[src/rtl/period_timer_pkg.sv]
package period_timer_pkg;
  typedef enum logic [2:0] {
    ADDR_COUNT  = 3'd0,
    ADDR_PERIOD = 3'd1,
    ADDR_CTRL   = 3'd2,
    ADDR_FLAG   = 3'd3,
    ADDR_IEN    = 3'd4
  } reg_addr_e;

  typedef struct packed {
    logic [3:0] post_sel;
    logic       run;
    logic [1:0] pre_sel;
  } ctrl_t;
endpackage

[src/rtl/tm_prescaler.sv]
module tm_prescaler #(
  parameter int BASE_DIV = 4,
  parameter int MAX_DIV  = 16
) (
  input  logic       clk_i,
  input  logic       rst_ni,
  input  logic       clr_i,
  input  logic       en_i,
  input  logic [1:0] sel_i,
  output logic       tick_o
);
  localparam int QW = $clog2(BASE_DIV);
  localparam int PW = $clog2(MAX_DIV);

  logic [QW-1:0] base_q;
  logic [PW-1:0] pre_q;
  logic [PW-1:0] pre_last;
  logic          base_wrap;

  always_comb begin
    case (sel_i)
      2'b00:   pre_last = '0;
      2'b01:   pre_last = PW'(3);
      default: pre_last = PW'(MAX_DIV - 1);
    endcase
  end

  assign base_wrap = (base_q == QW'(BASE_DIV - 1));
  assign tick_o    = en_i && base_wrap && (pre_q == pre_last);

  always_ff @(posedge clk_i or negedge rst_ni) begin
    if (!rst_ni) begin
      base_q <= '0;
      pre_q  <= '0;
    end else if (clr_i) begin
      base_q <= '0;
      pre_q  <= '0;
    end else if (en_i) begin
      if (base_wrap) begin
        base_q <= '0;
        pre_q  <= (pre_q == pre_last) ? '0 : pre_q + 1'b1;
      end else begin
        base_q <= base_q + 1'b1;
      end
    end
  end


  tick_gap_chk: assert property (@(posedge clk_i) disable iff (!rst_ni)
    tick_o |=> !tick_o);
endmodule

[src/rtl/tm_counter.sv]
module tm_counter #(
  parameter int WIDTH = 8
) (
  input  logic             clk_i,
  input  logic             rst_ni,
  input  logic             tick_i,
  input  logic             wr_i,
  input  logic [WIDTH-1:0] wdata_i,
  input  logic [WIDTH-1:0] period_i,
  output logic [WIDTH-1:0] count_o,
  output logic             match_o
);
  logic [WIDTH-1:0] count_q;
  logic             match_q;

  always_ff @(posedge clk_i or negedge rst_ni) begin
    if (!rst_ni) begin
      count_q <= '0;
      match_q <= 1'b0;
    end else if (wr_i) begin
      count_q <= wdata_i;
      match_q <= 1'b0;
    end else if (tick_i && count_q == period_i) begin
      count_q <= '0;
      match_q <= 1'b1;
    end else begin
      if (tick_i) count_q <= count_q + 1'b1;
      match_q <= 1'b0;
    end
  end

  assign count_o = count_q;
  assign match_o = match_q;


  match_zero_chk: assert property (@(posedge clk_i) disable iff (!rst_ni)
    match_q |-> count_q == '0);

  match_width_chk: assert property (@(posedge clk_i) disable iff (!rst_ni)
    match_q |=> !match_q);
endmodule

[src/rtl/tm_postscaler.sv]
module tm_postscaler #(
  parameter int PW = 4
) (
  input  logic          clk_i,
  input  logic          rst_ni,
  input  logic          clr_i,
  input  logic          match_i,
  input  logic [PW-1:0] sel_i,
  input  logic          flag_wr_i,
  input  logic          flag_wbit_i,
  output logic          flag_o
);
  logic [PW-1:0] post_q;
  logic          flag_q;
  logic          hit;

  assign hit = match_i && !clr_i && (post_q == sel_i);

  always_ff @(posedge clk_i or negedge rst_ni) begin
    if (!rst_ni) begin
      post_q <= '0;
    end else if (clr_i) begin
      post_q <= '0;
    end else if (match_i) begin
      post_q <= hit ? '0 : post_q + 1'b1;
    end
  end

  // set wins over a same-cycle software clear
  always_ff @(posedge clk_i or negedge rst_ni) begin
    if (!rst_ni)                       flag_q <= 1'b0;
    else if (hit)                      flag_q <= 1'b1;
    else if (flag_wr_i && !flag_wbit_i) flag_q <= 1'b0;
  end

  assign flag_o = flag_q;


  flag_rise_chk: assert property (@(posedge clk_i) disable iff (!rst_ni)
    $rose(flag_q) |-> $past(match_i));
endmodule

[src/rtl/period_timer.sv]
module period_timer
  import period_timer_pkg::*;
#(
  parameter int WIDTH    = 8,
  parameter int BASE_DIV = 4,
  parameter int MAX_DIV  = 16,
  parameter int POST_W   = 4
) (
  input  logic             clk_i,
  input  logic             rst_ni,
  input  logic             we_i,
  input  logic [2:0]       addr_i,
  input  logic [WIDTH-1:0] wdata_i,
  output logic [WIDTH-1:0] rdata_o,
  output logic             match_o,
  output logic             irq_o
);
  ctrl_t            ctrl_q;
  logic [WIDTH-1:0] period_q;
  logic             ien_q;
  logic [WIDTH-1:0] count;
  logic             flag;
  logic             tick;
  logic             wr_count, wr_ctrl, wr_flag, div_clr;

  assign wr_count = we_i && addr_i == ADDR_COUNT;
  assign wr_ctrl  = we_i && addr_i == ADDR_CTRL;
  assign wr_flag  = we_i && addr_i == ADDR_FLAG;
  assign div_clr  = wr_count || wr_ctrl;

  always_ff @(posedge clk_i or negedge rst_ni) begin
    if (!rst_ni) begin
      ctrl_q   <= '0;
      period_q <= '1;
      ien_q    <= 1'b0;
    end else if (we_i) begin
      case (addr_i)
        ADDR_PERIOD: period_q <= wdata_i;
        ADDR_CTRL:   ctrl_q   <= ctrl_t'(wdata_i[6:0]);
        ADDR_IEN:    ien_q    <= wdata_i[0];
        default: ;
      endcase
    end
  end

  tm_prescaler #(.BASE_DIV(BASE_DIV), .MAX_DIV(MAX_DIV)) i_pre (
    .clk_i, .rst_ni,
    .clr_i  (div_clr),
    .en_i   (ctrl_q.run),
    .sel_i  (ctrl_q.pre_sel),
    .tick_o (tick)
  );

  tm_counter #(.WIDTH(WIDTH)) i_cnt (
    .clk_i, .rst_ni,
    .tick_i   (tick),
    .wr_i     (wr_count),
    .wdata_i  (wdata_i),
    .period_i (period_q),
    .count_o  (count),
    .match_o  (match_o)
  );

  tm_postscaler #(.PW(POST_W)) i_post (
    .clk_i, .rst_ni,
    .clr_i       (div_clr),
    .match_i     (match_o),
    .sel_i       (ctrl_q.post_sel),
    .flag_wr_i   (wr_flag),
    .flag_wbit_i (wdata_i[0]),
    .flag_o      (flag)
  );

  always_comb begin
    rdata_o = '0;
    case (addr_i)
      ADDR_COUNT:  rdata_o = count;
      ADDR_PERIOD: rdata_o = period_q;
      ADDR_CTRL:   rdata_o = WIDTH'({1'b0, ctrl_q});
      ADDR_FLAG:   rdata_o = WIDTH'(flag);
      ADDR_IEN:    rdata_o = WIDTH'(ien_q);
      default:     rdata_o = '0;
    endcase
  end

  assign irq_o = flag && ien_q;


  hold_when_off_chk: assert property (@(posedge clk_i) disable iff (!rst_ni)
    (!ctrl_q.run && !wr_count) |=> $stable(count));

  ctrl_top_bit_chk: assert property (@(posedge clk_i) disable iff (!rst_ni)
    (addr_i == ADDR_CTRL) |-> !rdata_o[7]);
endmodule

[config.mk]
export PLATFORM = sky130hd
export DESIGN_NAME = period_timer
export DESIGN_NICKNAME = d
export VERILOG_FILES = /design/src/rtl/period_timer_pkg.sv /design/src/rtl/tm_prescaler.sv /design/src/rtl/tm_counter.sv /design/src/rtl/tm_postscaler.sv /design/src/rtl/period_timer.sv
export SDC_FILE = /design/constraint.sdc
export NUM_CORES = 1
export LEC_CHECK = 0
export BUFFER_PORTS_ARGS = -buffer_cell sky130_fd_sc_hd__buf_2
export CORE_MARGIN = 4
export CORE_UTILIZATION = 45
export CTS_CLUSTER_DIAMETER = 50
export DETAILED_ROUTE_END_ITERATION = 6
export GPL_TIMING_DRIVEN = 0
export HOLD_SLACK_MARGIN = 0.02
export PLACE_DENSITY = 0.7
export SYNTH_ARGS = -nofsm -noshare
export SYNTH_HDL_FRONTEND = slang
export SYNTH_SLANG_ARGS = --single-unit
[constraint.sdc]
create_clock -name clk_i -period 5.65 [get_ports clk_i]
set_input_delay 0 -clock clk_i [delete_from_list [all_inputs] [get_ports clk_i]]
set_output_delay 0 -clock clk_i [all_outputs]
set_load 0.005 [all_outputs]
### Yosys cells after proc, flatten, opt, wreduce, memory -nomap -nowiden

Index checks and enable logic that the tools add are counted.

| storage, ports and cells | value |
|---|---|
| register bits | 36 |
| bits of input ports | 14 |
| output and inout bits | 10 |

| cells by class | value |
|---|---|
| $add $sub $neg | 4 |
| equality and inequality tests | 9 |
| multiplexer cells | 19 |
| reductions and logical operators | 24 |

Operator list:

| kind | number |
|---|---|
| 8-bit case mux with 5 select lines | 1 |
| 4-bit 2-to-1 mux | 7 |
| 8-bit 2-to-1 mux | 3 |
| 1-bit logical AND | 10 |
| 4-bit by 1-bit adder with 4-bit output (second input constant) | 2 |
| 8-bit by 1-bit adder with 8-bit output (second input constant) | 1 |
| 4-bit equality test | 2 |
| 8-bit equality test | 1 |
| 4-bit case mux with 2 select lines | 1 |
| 2-bit AND reduction | 4 |
| 2-bit nonzero test | 4 |
| 3-bit by 2-bit equality test with 1-bit output (second input constant) | 2 |
| 2-bit 2-to-1 mux | 3 |
| 1-bit 2-to-1 mux | 4 |
| 3-bit by 1-bit equality test with 1-bit output (second input constant) | 1 |
| 3-bit equality test (second input constant) | 1 |
| 3-bit zero test | 1 |
| 3-bit nonzero test | 1 |
| 2-bit by 1-bit adder with 2-bit output (second input constant) | 1 |
| 2-bit by 1-bit equality test with 1-bit output (second input constant) | 1 |
| 2-bit equality test (second input constant) | 1 |
| 1-bit zero test | 2 |
| 2-bit zero test | 1 |
| 1-bit logical OR | 1 |

### Depth between registers and ports, before layout

Gate-level depths: netlist of run 1.

| logic depth | value |
|---|---|
| word-level depth | 9 |
| gate-level depth with buffers | 7 |
| depth with buffers taken out | 5 |

### Modules after synthesis

A second synthesis of run 1 with hierarchy kept.

| second synthesis, totals | value |
|---|---|
| cell total of the unflattened synthesis | 215 |
| area total of the unflattened synthesis | 2258.4 um^2 |

By module, submodules not included:

| module | instances | cells an instance | area an instance (um^2) |
|---|---|---|---|
| period_timer | 1 | 78 | 920.9 |
| tm_counter | 1 | 73 | 706.9 |
| tm_prescaler | 1 | 32 | 326.6 |
| tm_postscaler | 1 | 32 | 304.0 |

### Least setup slack after synthesis of run 1

OpenSTA, ideal clock, no wires.

| timing | value |
|---|---|
| path type | register to register |
| start point | register i_pre.pre_q[0] |
| end point | register i_cnt.count_q[2], in the netlist i_cnt.count_o[2] |
| setup time | 82 ps |
| data arrival time | 1766 ps |
| data required time | 5568 ps |
| slack | 3802 ps |
| cell stages (with the launch flop) | 7 |
| buffers on the path | 1 |
| cells stage by stage | dfrtp_1 > or3_4 > a2111oi_4 > o21ba_1 > buf_6 > nand4b_1 > a31oi_1 |

| between the ends | value |
|---|---|
| cells in the longest elaborated chain, start to end | 5 |

Ends and longest elaborated chain:

| element | line | RTL |
|---|---|---|
| from (decl) | tm_prescaler.sv:16 | `logic [PW-1:0] pre_q;` |
| from (signal assigned) | tm_prescaler.sv:41 | `pre_q <= (pre_q == pre_last) ? '0 : pre_q + 1'b1;` |
| 4-bit equality test * | tm_prescaler.sv:29 | `assign tick_o = en_i && base_wrap && (pre_q == pre_last);` |
| 1-bit logical AND * | tm_prescaler.sv:29 |  |
| 1-bit logical AND | tm_counter.sv:23 | `end else if (tick_i && count_q == period_i) begin` |
| 8-bit 2-to-1 mux | tm_counter.sv:23 |  |
| 8-bit 2-to-1 mux | tm_counter.sv:20 | `end else if (wr_i) begin` |
| to (signal assigned) | tm_counter.sv:21 | `count_q <= wdata_i;` |
| to (signal assigned) | tm_counter.sv:27 | `if (tick_i) count_q <= count_q + 1'b1;` |
| to (decl) | tm_counter.sv:13 | `logic [WIDTH-1:0] count_q;` |

Mark *: on every way between the ends. The rest lies on a longest branch, timed or not.
A chain may end at the register's enable or synchronous reset.

### Final worst setup path of run 1

Same ends and word-level chain as after synthesis.

==> results of run 1 <==
cell usage in the layout (no fill, tap or decap), drive strengths merged, types with 2 or more instances in the layout:
cell / synthesis / layout
nand2: 15 / 15
dfrtp: 28 / 28
nor2b: 2 / 2
inv: 3 / 3
nor4: 2 / 2
ha: 4 / 4
or3: 2 / 2
nor2: 24 / 24
nand2b: 2 / 2
mux2i: 9 / 9
o21ai: 11 / 11
xnor2: 5 / 5
clkbuf: 6 / 12
dlygate4sd3: 0 / 9
a31oi: 2 / 2
dfstp: 8 / 8
buf: 4 / 25
xor2: 8 / 8
a22o: 2 / 2
nor3: 10 / 10
and2: 3 / 3
nand3: 8 / 8
nand4: 3 / 3
a32oi: 5 / 5
mux2: 17 / 17
a21oi: 22 / 22
synthesized netlist by cell type:
library cell / n
buf_1: 2
o22ai_1: 1
a31oi_1: 2
nor2b_1: 2
a32oi_1: 5
a22oi_1: 1
nor3b_2: 1
and2_1: 3
or3_1: 1
ha_1: 4
nand3b_1: 1
dfrtp_1: 28
o21ai_0: 11
and3_1: 1
nor2_1: 24
nand4_1: 3
clkbuf_1: 6
buf_6: 1
nor4_1: 2
or4b_2: 1
nand3_1: 8
or3_4: 1
mux2i_1: 9
mux2_2: 17
xor2_1: 8
o21bai_2: 1
inv_1: 3
a21oi_1: 22
a2111oi_4: 1
a22o_1: 2
dfstp_2: 8
or3b_2: 1
o21ba_1: 1
nor3_1: 10
buf_2: 1
nand4b_1: 1
nand2_1: 15
xnor2_1: 5
nand2b_1: 2
critical path: cells and delay by family (launching register included):
kind	cells	cell delay, ps
AND/OR/NAND/NOR	2	510
flip-flops	1	450
AO/OA/AOI/OAI	3	870
buffers and inverters	1	140
cell families after synthesis:
| group | count (synthesis) |
|---|---|
| AND/OR/NAND/NOR | 77 |
| AO/OA/AOI/OAI | 47 |
| flip-flops | 36 |
| multiplexers | 26 |
| XOR/XNOR | 13 |
| buffers and inverters | 13 |
| adder cells (fa/ha/maj) | 4 |
metrics by stage:
| step | util | hold WS [ps] | area, µm² |
|---|---|---|---|
| 2_1_floorplan | - | -295.6 | 2098 |
| 3_3_place_gp | 0.5104 | 142.7 | 2268 |
| 3_5_place_dp | 0.5104 | 141.1 | 2268 |
| 4_1_cts | 0.5481 | 79.13 | 2436 |
| 5_1_grt | 0.5481 | 125.8 | 2436 |
| 6_report | 0.5481 | 87.81 | 2436 |
power by group through the flow:
stage	logic (mW)	clock network (mW)	registers (mW)
after global routing	0.264	0.186	0.412
final	0.234	0.172	0.402
after floorplan	0.181	0	0.384
after CTS	0.235	0.177	0.400
after global placement	0.223	0	0.403
after detailed placement	0.229	0	0.405
cell type report:
class,instances,area (µm²)
plain buffers,10,46.29
flip-flops and latches,36,910.9
clock inverters,1,5.005
repair buffers,30,195.2
fillers,402,2008
clock buffers,6,72.57
inverters,3,11.26
multi-input cells,167,1130
well taps,52,65.06
routing by layer:
metal  up-vias  GRT usage
met5         -          0
met4         0    0.04348
met3         4    0.04137
met2        32     0.2663
met1       838     0.2307
li1        853          -
registers in the layout, indices dropped and copies added, names as in the netlist:
register	count
i_post.flag_o	1
ctrl_q	7
i_post.post_q	4
i_cnt.count_o	8
ien_q	1
i_pre.pre_q	4
i_pre.base_q	2
period_q	8
i_cnt.match_o	1
worst paths after layout:
kind | startpoint | to | slack [ps] | cells past startpoint
worst max-delay path | i_pre.pre_q[0] | i_cnt.count_o[2] | 3620 | 6
worst min-delay path | addr_i[2] | i_pre.pre_q[0] | 90 | 3
worst max register to register | i_pre.pre_q[0] | i_cnt.count_o[2] | 3620 | 6
worst min register to register | i_post.post_q[2] | i_post.post_q[2] | 530 | 1
max in group asynchronous | rst_ni | i_cnt.count_o[5] | 4800 | 2
min in group asynchronous | rst_ni | ctrl_q[2] | 350 | 2
repair_timing:
action / CTS / global route
hold buffers: 9 / 0
setup buffers: 0 / 0
hold endpoints to repair: 52 / 0
==> results.txt, run 1 <==
The critical setup path kind was reg2reg. Average wire per cell in the routed design: 15.24 µm. Clock skew after layout: 8.827 ps. For this design the static power due to leakage is 1.044 nW.

The tools report the number of global-route vias before repair as 1665. STA classifies the critical path startpoint as a register. In this run the worst path has a maximum fanout of 8. The final wirelength was 4648 µm; the area fraction in and, or, nand and nor cells after synthesis was 0.1825. After layout, the worst setup slack is 3618 ps.

The relative max-transition margin is 0.4612. For this run, the slowest stage of the critical path takes 480 ps. The tools report the last weighted congestion value of the routability-driven placer as 0.8603.

The share of power burned in registers is 0.498, and the combinational group share of total power is 0.290. The element type at the critical path end is a register. CTS saw 36 sinks. The number of nets in the final layout came out at 271.

The count of nets left with antenna violations once routing finished came out at 0. The number of endpoints with negative hold slack in the final report was 0; the number of vias per cell after detailed routing was 5.662. The portion of netlist area occupied by mux cells works out to 0.1342. TritonCTS built the clock tree. Synthesized instance count: 216. The critical path goes through or3_4 -> a2111oi_4 -> o21ba_1 -> buf_6 -> nand4b_1 -> a31oi_1. Clock-pin slew was measured on the worst setup and hold paths at 70 ps. The total routing resource utilization after global routing was 0.1683; the average instance area after synthesis was 9.714 µm². The proportion of layout cells with a drive suffix above 1 was 0.2372; the arithmetic-cell share of the synthesized area counting full adders, half adders and majority gates was 0.02385. The region available for standard cell placement spans 4444 µm². Summed over all layers, the global routing overflow is 0.

Ranked by total cell area, the synthesized netlist is headed by dfrtp_1 (33%), dfstp_2 (10%), mux2_2 (9.1%), a21oi_1 (5.2%), mux2i_1 (4.3%). The final setup violation count is 0. The top-area cell type share of the netlist area works out to 0.3339.

The area fraction in compound gates after synthesis was 0.1437. The tool flagged a number of max-cap violations equal to 0. After detailed routing, the wire length on met1 is 2263 µm. CTS built an H-tree with a depth of 2.

CTS placed an instance of clkbuf_8 at the clock tree root. Counting flops and latches in the post-synthesis netlist gives 36. The count of yosys warnings during synthesis is 0. After detailed routing, the met2 layer carries 2163 µm of wire. In this run the core area contains 24 standard-cell rows. The internal portion of the total power is 531.7 µW. For the residual DRC count, the log shows 0. The switching power is 276.8 µW, and the total power per unit cell area is 331.9 nW/µm². The run gives 24 as the number of top-level pins. The number of vias in the routed layout was 1727.

The area added between synthesis and finish is 16.10%. The largest vdd supply drop is 171.1 µV, and the number of instances in the placed design is 289. The fraction of the cycle the final worst path needs came out at 0.3596. The flow ran to the end, and the final reports show no timing, DRC or antenna violations. The number of detailed-routing iterations run before antenna repair is 4, and the number of antenna violations at the first check in global routing is 0. The starting utilization of the core area was 0.4721; the slew of the pin with the lowest slew margin was 808.2 ps. The logs give 0.4341 for the sequential element share of the synthesized area and 5819 µm² for the die outline area.

The first global-routing pass estimated 8017 µm of wire. Setup total negative slack on the finished layout was measured at 0 ps. The switching portion of total power was 0.3424. Data arrives at the worst endpoint at 2240 ps.

On the critical path, the stage with the largest delay is an instance of a2111oi_4. Part of the power in the clock network: 0.213. Setup repair after global routing left no endpoint under its margin.

Cell area after technology mapping: 2098 µm². The later pin in the worst-skew pair is clocked with a latency of 290 ps. The number of design-rule violations left by the first detailed-router iteration is 75. The area share of xor/xnor cells in the synthesized design was 0.05426.

The run gives 3663 ps as the worst-case setup slack after placement. Combinational family with the most area after synthesis: simple AND/OR/NAND/NOR gates. The number of nets produced by synthesis is 234, and the minimum clock period is 2032 ps. The overall die height was 76.29 µm.

The overall die width was 76.29 µm; the final instance count without filler cells was 305. The number of diodes is 0. For the number of slew-limit violations in the final report, the log shows 0. The largest area contributor in the synthesized netlist is dfrtp_1. Timing would allow up to 492.2 MHz.

Synthesis instantiated 39 different standard cells from the library. The largest net degree at the start of global routing came out at 37. For the required time at the endpoint of the critical path, the log shows 5860 ps.

The port buffer count came out at 21. In this run the deepest clock path goes through 2 buffers. The path type of the worst min-delay path was in2reg. The count of cells resized by post-cts repair is 0, and the detailed-placement wirelength estimate is 3319 µm. TritonCTS created 5 clock buffers. The tools report the total met3 wirelength after detailed routing as 177 µm.

The final total power is 808.5 µW. Routed signal wires occupy layers up through met4.
Power figures use the tool's default switching activity.
==> run 2: changes to the inputs <==
- clock period: 5.65 -> 1.98 ns (I/O delays scaled with it)
==> results.txt, run 2 (same netlist as run 1, synthesis figures left out) <==
The number of global-route vias before repair came out at 1665 (unchanged). The sort of element at the start of the critical path is a register. The clock-pin slew on the worst setup and hold paths was 70 ps (about the same); the slew of the pin with the lowest slew margin was 813.7 ps (+5.488 ps). Relative max-transition margin: 0.4575 (-0.003659).

The minimum clock period is 1971 ps (-60.69 ps). The overall overflow remaining after global route is 0 (unchanged), and the clock latency on the worst-skew pair is 290 ps (about the same). Number of vias in the routed layout: 1746 (+1.1%).

The met2 capacity usage during global routing is 0.2663 (unchanged), and the number of instances in the placed design is 289 (unchanged). The overall die height is 76.29 µm (unchanged), and the final wirelength is 4758 µm (+2.4%). Leaving out fill and tap cells, the most frequent cell in the layout is dfrtp_1. The clock root buffer is clkbuf_8. The overall die width was 76.29 µm (unchanged); the final total negative setup slack was 0 ps (unchanged). The run gives 389 (-3.2%) as the final-layout fill cell count. The run gives 274 (+1.1%) as the number of nets in the final layout. TritonCTS built the clock tree. The total power per unit cell area came out at 952.3 nW/µm² (+190%).

The flow ran to the end, and the final reports show no timing, DRC or antenna violations. The logs give 0.04137 (unchanged) for the met3 global-route usage and 0.2307 (unchanged) for the met1 usage in global routing. The run gives 2 (unchanged) as the H-tree depth.

The detailed-placement wirelength estimate was 3319 µm (unchanged); the worst-case setup margin in the final layout was 9.107 ps (-3609 ps). The number of clock buffers inserted by TritonCTS was 5 (unchanged); the area taken by flip-flops and latches was 912.1 µm² (+0.14%). The number of design-rule violations left by the first detailed-router iteration came out at 68 (-9.3%).

The tools report the number of detailed-routing iterations run before antenna repair as 4 (unchanged). The total of max-cap violations is 0 (unchanged). The tools report the first-pass GRT wire length as 8017 µm (unchanged). The depth of the worst register-to-register path came out at 6 (unchanged). The element type at the critical path end was a register.

The number of vias per cell after detailed routing works out to 5.669 (+0.12%). The path type of the worst min-delay path was in2reg. Number of antenna violations at the first check in global routing: 0 (unchanged).

Starting utilization of the core area: 0.4721 (unchanged). The run gives 2130 ps (-3730 ps) as the required time at the endpoint of the critical path. In the layout the commonest cells are dfrtp_1 (27), nor2_1 (24), buf_2 (23). The fmax was 507.4 MHz (+3.1%).

The number of diodes is 0 (unchanged), and the total routing resource utilization after global routing is 0.1683 (unchanged). Final setup violation count: 0 (unchanged). Largest vdd supply drop: 488.7 µV (+190%). The number of endpoints with negative hold slack in the final report is 0 (unchanged), and the leakage power is 1.063 nW (+1.9%). The clock net sink count is 36 (unchanged), and the largest stage delay on the critical path is 460 ps (-20 ps). The run gives 0 (unchanged) as the number of slew-limit violations in the final report. On the critical path, the stage with the largest delay is an instance of a2111oi_4. Proportion of layout cells with a drive suffix above 1: 0.3008 (+0.06363). In this run the most used layer during global routing was met2. The largest net degree at the start of global routing is 37 (unchanged).

Largest fanout of any net on the critical path: 5 (-3). The area added between synthesis and finish is 20.63%. The last weighted congestion value of the routability-driven placer is 0.8603 (unchanged), and the number of nets with antenna violations after detailed routing is 0 (unchanged).

The average wire per cell in the routed design is 15.45 µm (+1.4%). Setup repair after global routing could not meet its margin everywhere. The number of top-level pins was 24 (unchanged); the worst path arrival time was 2120 ps (-120 ps). The clock skew after layout is 10.02 ps (+1.190 ps).

Number of cells on the worst hold path: 3 (unchanged). The multi-input gate area in the final layout is 1207 µm² (+6.9%). The final instance count without filler cells was 308 (+0.98%). The logs give 24 (unchanged) for the cell row count and 2 (unchanged) for the buffer levels on the longest clock path. The critical path in this run is classified as reg2reg. For the area of the core, the log shows 4444 µm² (unchanged). The critical path goes through or3_4 -> a2111oi_4 -> buf_4 -> o21bai_4 -> o21ai_1 -> a31oi_1.

Fraction of the cycle the final worst path needs: 0.9954 (+0.6358). The worst-case setup slack after placement is -6.568 ps (-3670 ps), and the port buffer count is 21 (unchanged). The tools report the die outline area as 5819 µm² (unchanged).

The residual DRC count was 0 (unchanged).
run 2: metrics by stage:
| step | utilization | area [µm²] | total power, mW | hold WS, ps |
|---|---|---|---|---|
| floorplan | - | 2098 | 1.611 | -295.6 |
| global placement | 0.5104 | 2268 | 1.787 | 142.7 |
| detailed placement | 0.5104 | 2268 | 1.810 | 141.1 |
| CTS | 0.5481 | 2436 | 2.318 | 79.13 |
| global route | 0.5695 | 2531 | 2.563 | 125.8 |
| finish | 0.5695 | 2531 | 2.410 | 86.55 |
run 2: worst paths after layout:
| check | slack (ps) | to | from |
|---|---|---|---|
| setup / recovery | 9 | i_cnt.count_o[2] | i_pre.pre_q[0] |
| hold / removal | 90 | i_pre.pre_q[0] | addr_i[2] |
| setup reg to reg | 9 | i_cnt.count_o[2] | i_pre.pre_q[0] |
| hold reg to reg | 530 | ien_q | ien_q |
| max in group asynchronous | 1080 | i_pre.pre_q[0] | rst_ni |
| min in group asynchronous | 350 | i_cnt.count_o[2] | rst_ni |
run 2: area by class of cell:
class | count | area share
Buffer | 10 | 0.01878
Clock buffer | 6 | 0.02867
Clock inverter | 1 | 0.001977
Inverter | 3 | 0.004449
Multi-Input combinational cell | 168 | 0.4770
Sequential cell | 36 | 0.3604
Tap cell | 52 | 0.02570
Timing Repair Buffer | 32 | 0.08305
run 2: per-layer routing:
| metal | vias up | part of all wire |
|---|---|---|
| met1 | 840 | 0.48 |
| met4 | 0 | 0.0092 |
| li1 | 861 | - |
| met2 | 41 | 0.46 |
| met3 | 4 | 0.042 |
| met5 | - | 0 |
run 2: power breakdown:
| group | switching [mW] | internal, mW |
|---|---|---|
| logic | 0.372 | 0.394 |
| registers | 0.221 | 0.933 |
| clock network | 0.251 | 0.239 |
run 2: critical path: cells and delay by family, from the launching register on:
kind	cells	cell delay, ps
compound gates	4	800
simple gates	1	380
flops	1	440
buf+inv	1	220
run 2: repair_timing:
item	CTS	global route
resized for setup	0	23
gates cloned	0	1
endpoints found under the setup margin	2	9
pin swaps	1	10
endpoints found under the hold margin	52	0
buffers inserted	0	2
hold buffers	9	0
==> run 3: changes to the inputs <==
- REMOVE_ABC_BUFFERS: unset -> 1
==> results.txt, run 3 (same netlist as run 1, synthesis figures left out) <==
The number of clock buffers inserted by TritonCTS was 5 (unchanged); the slew of the pin with the lowest slew margin was 853.8 ps (+40.07 ps). The clock latency on the worst-skew pair is 290 ps (about the same). The fmax is 511.0 MHz (+0.70%), and the total power per unit cell area is 1007 nW/µm² (+5.8%). The logs give 2232 µm² (-1.6%) for the total cell area at the placement stage and 265 (-3.3%) for the number of nets in the final layout. Largest fanout of any net on the critical path: 9 (+4). Worst hold slack after final layout: 93.34 ps (+6.788 ps). Setup repair after global routing could not meet its margin everywhere.

The minimum clock period is 1957 ps (-13.78 ps). The clock-pin slew on the worst setup and hold paths is 70 ps (about the same), and the final wirelength is 4513 µm (-5.1%). The average wire per cell in the routed design works out to 15.04 µm (-2.6%).

The worst register-to-register path ends at i_cnt.count_o[2]. The relative max-transition margin was 0.4287 (-0.02882). The buffer levels on the longest clock path is 2 (unchanged). The overall die height was 76.29 µm (unchanged); the last weighted congestion value of the routability-driven placer was 0.8300 (-3.5%). Largest stage delay on the critical path: 520 ps (+60 ps).

The tools report the H-tree depth as 2 (unchanged). The run gives 24 (unchanged) as the number of top-level pins. The residual DRC count came out at 0 (unchanged). The total routing resource utilization after global routing came out at 0.1668 (-0.001465).

Leaving out fill and tap cells, the most frequent cell in the layout is dfrtp_1. The number of antenna violations at the first check in global routing is 0 (unchanged). The kind of cell adding the most delay to the critical path is compound AO/OA/AOI/OAI gates.

Hold-critical path endpoint: ien_q. The signal on the critical path passes through or3_4 -> a2111oi_4 -> o21bai_4 -> o21ai_0 -> a31oi_1. The number of diodes came out at 0 (unchanged). For the clock skew after layout, the log shows 5.734 ps (-4.283 ps).

In this run the most critical hold path is launched from we_i. The worst path arrival time is 2110 ps (about the same), and the fraction of the cycle the final worst path needs is 0.9884 (-0.006957). The critical setup path kind is reg2reg.

The tools report the cell row count as 24 (unchanged). The tools report the flop-to-flop setup slack as 20 ps (about the same). The cell with the biggest individual delay on the critical path is a2111oi_4.

The flow ran to the end, and the final reports show no timing, DRC or antenna violations. The number of cells on the worst hold path was 3 (unchanged). Clock tree synthesis selected as its root buffer the cell clkbuf_8. The total of max-cap violations was 0 (unchanged); the largest vdd supply drop was 619.0 µV (+27%). Starting utilization of the core area: 0.4721 (unchanged).

The tools report the number of detailed-routing iterations run before antenna repair as 4 (unchanged). The first-pass GRT wire length is 7872 µm (-1.8%), and the number of global-route vias before repair is 1717 (+3.1%). Launch instance of the worst register-to-register path: ctrl_q[0]. The logs give 37 (unchanged) for the largest net degree at the start of global routing and 2130 ps (about the same) for the required time at the endpoint of the critical path.

TritonCTS built the clock tree. The proportion of layout cells with a drive suffix above 1 is 0.2702 (-0.03062). Path type of the worst min-delay path: in2reg. For the number of vias in the routed layout, the log shows 1728 (-1.0%). The library cells used most frequently in the layout, excluding fill and tap cells, are dfrtp_1 (27), nor2_1 (24), buf_2 (23).

The die outline area is 5819 µm² (unchanged). The depth of the worst register-to-register path is 5 (-1). STA classifies the critical path startpoint as a register. The tools report the overall overflow remaining after global route as 0 (unchanged). The number of design-rule violations left by the first detailed-router iteration is 47 (-31%), and the clock net sink count is 36 (unchanged). Number of vias per cell after detailed routing: 5.760 (+1.6%). The area of all placed cells without fillers came out at 2469 µm² (-2.5%). The tools report the element type at the critical path end as a register. The first element of the critical path was ctrl_q[0]. The tools report the area of the core as 4444 µm² (unchanged). The overall die width works out to 76.29 µm (unchanged). The area added between synthesis and finish came out at 17.65%. The number of slew-limit violations in the final report came out at 0 (unchanged). The detailed-placement wirelength estimate is 3121 µm (-6.0%). The tools report the number of nets with antenna violations after detailed routing as 0 (unchanged).

Number of endpoints with negative hold slack in the final report: 0 (unchanged). The final setup violation count is 0 (unchanged), and the port buffer count is 23 (+9.5%). The buffer and inverter count on the worst path is 0 (-1), and the leakage power is 1.046 nW (-1.6%).
## run 3: cell count changes in the layout (fill, tap and decap cells not counted), moves of 2 or more
cell      previous run  this run
a21oi_1             15        22
clkbuf_1             6         1
a21oi_2              7         0
buf_1                2         0
## run 3: what timing repair did
| item | CTS | global route |
|---|---|---|
| hold buffers | 9 | 0 |
| resized for setup | 3 | 7 |
| setup buffers | 0 | 2 |
| endpoints found under the hold margin | 52 | 0 |
| setup endpoints to repair | 8 | 8 |
| pin swaps | 1 | 5 |
## run 3: tightest hold or removal path, delay by kind of cell
| kind | cells | cell delay [ps] |
|---|---|---|
| mux | 1 | 150 |
| buf+inv | 1 | 120 |
| simple gates | 1 | 80 |
## run 3: per-layer routing
layer  wire, µm  track usage
met5          0            0
met4         83      0.07246
met1       2122       0.2174
met2       2139       0.2680
met3        168      0.03428
## run 3: power breakdown
part,internal (mW),switching [mW]
combinational,0.374,0.342
sequential,0.933,0.205
clock,0.374,0.259
## run 3: layout make-up
class | count | area [µm²]
clock inverters | 2 | 35.03
multi-input cells | 167 | 1152
inverters | 3 | 11.26
repair buffers | 34 | 220.2
clock buffers | 6 | 72.57
flip-flops and latches | 36 | 912.1
fillers | 411 | 1976
well taps | 52 | 65.06
## run 3: stage by stage
stage	TNS, ps	setup WS, ps	util	instances	power (mW)
floorplan	0	114.1	-	206	1.595
global placement	-222.3	-76.27	0.5023	281	1.775
detailed placement	-404.3	-100.1	0.5023	281	1.793
CTS	0	17.64	0.5498	298	2.451
global route	-332.7	-60.12	0.5555	300	2.673
finish	0	22.88	0.5555	300	2.486
## run 3: worst max-delay path by stage
stage | end | slack [ps] | depth (start not counted)
5_1_grt | i_cnt.count_o[2] | -60 | 5
3_5_place_dp | i_cnt.count_o[2] | -100 | 5
6_report | i_cnt.count_o[2] | 20 | 5
3_3_place_gp | i_cnt.count_o[2] | -80 | 5
4_1_cts | i_cnt.count_o[4] | 20 | 5
2_1_floorplan | i_cnt.count_o[2] | 110 | 5
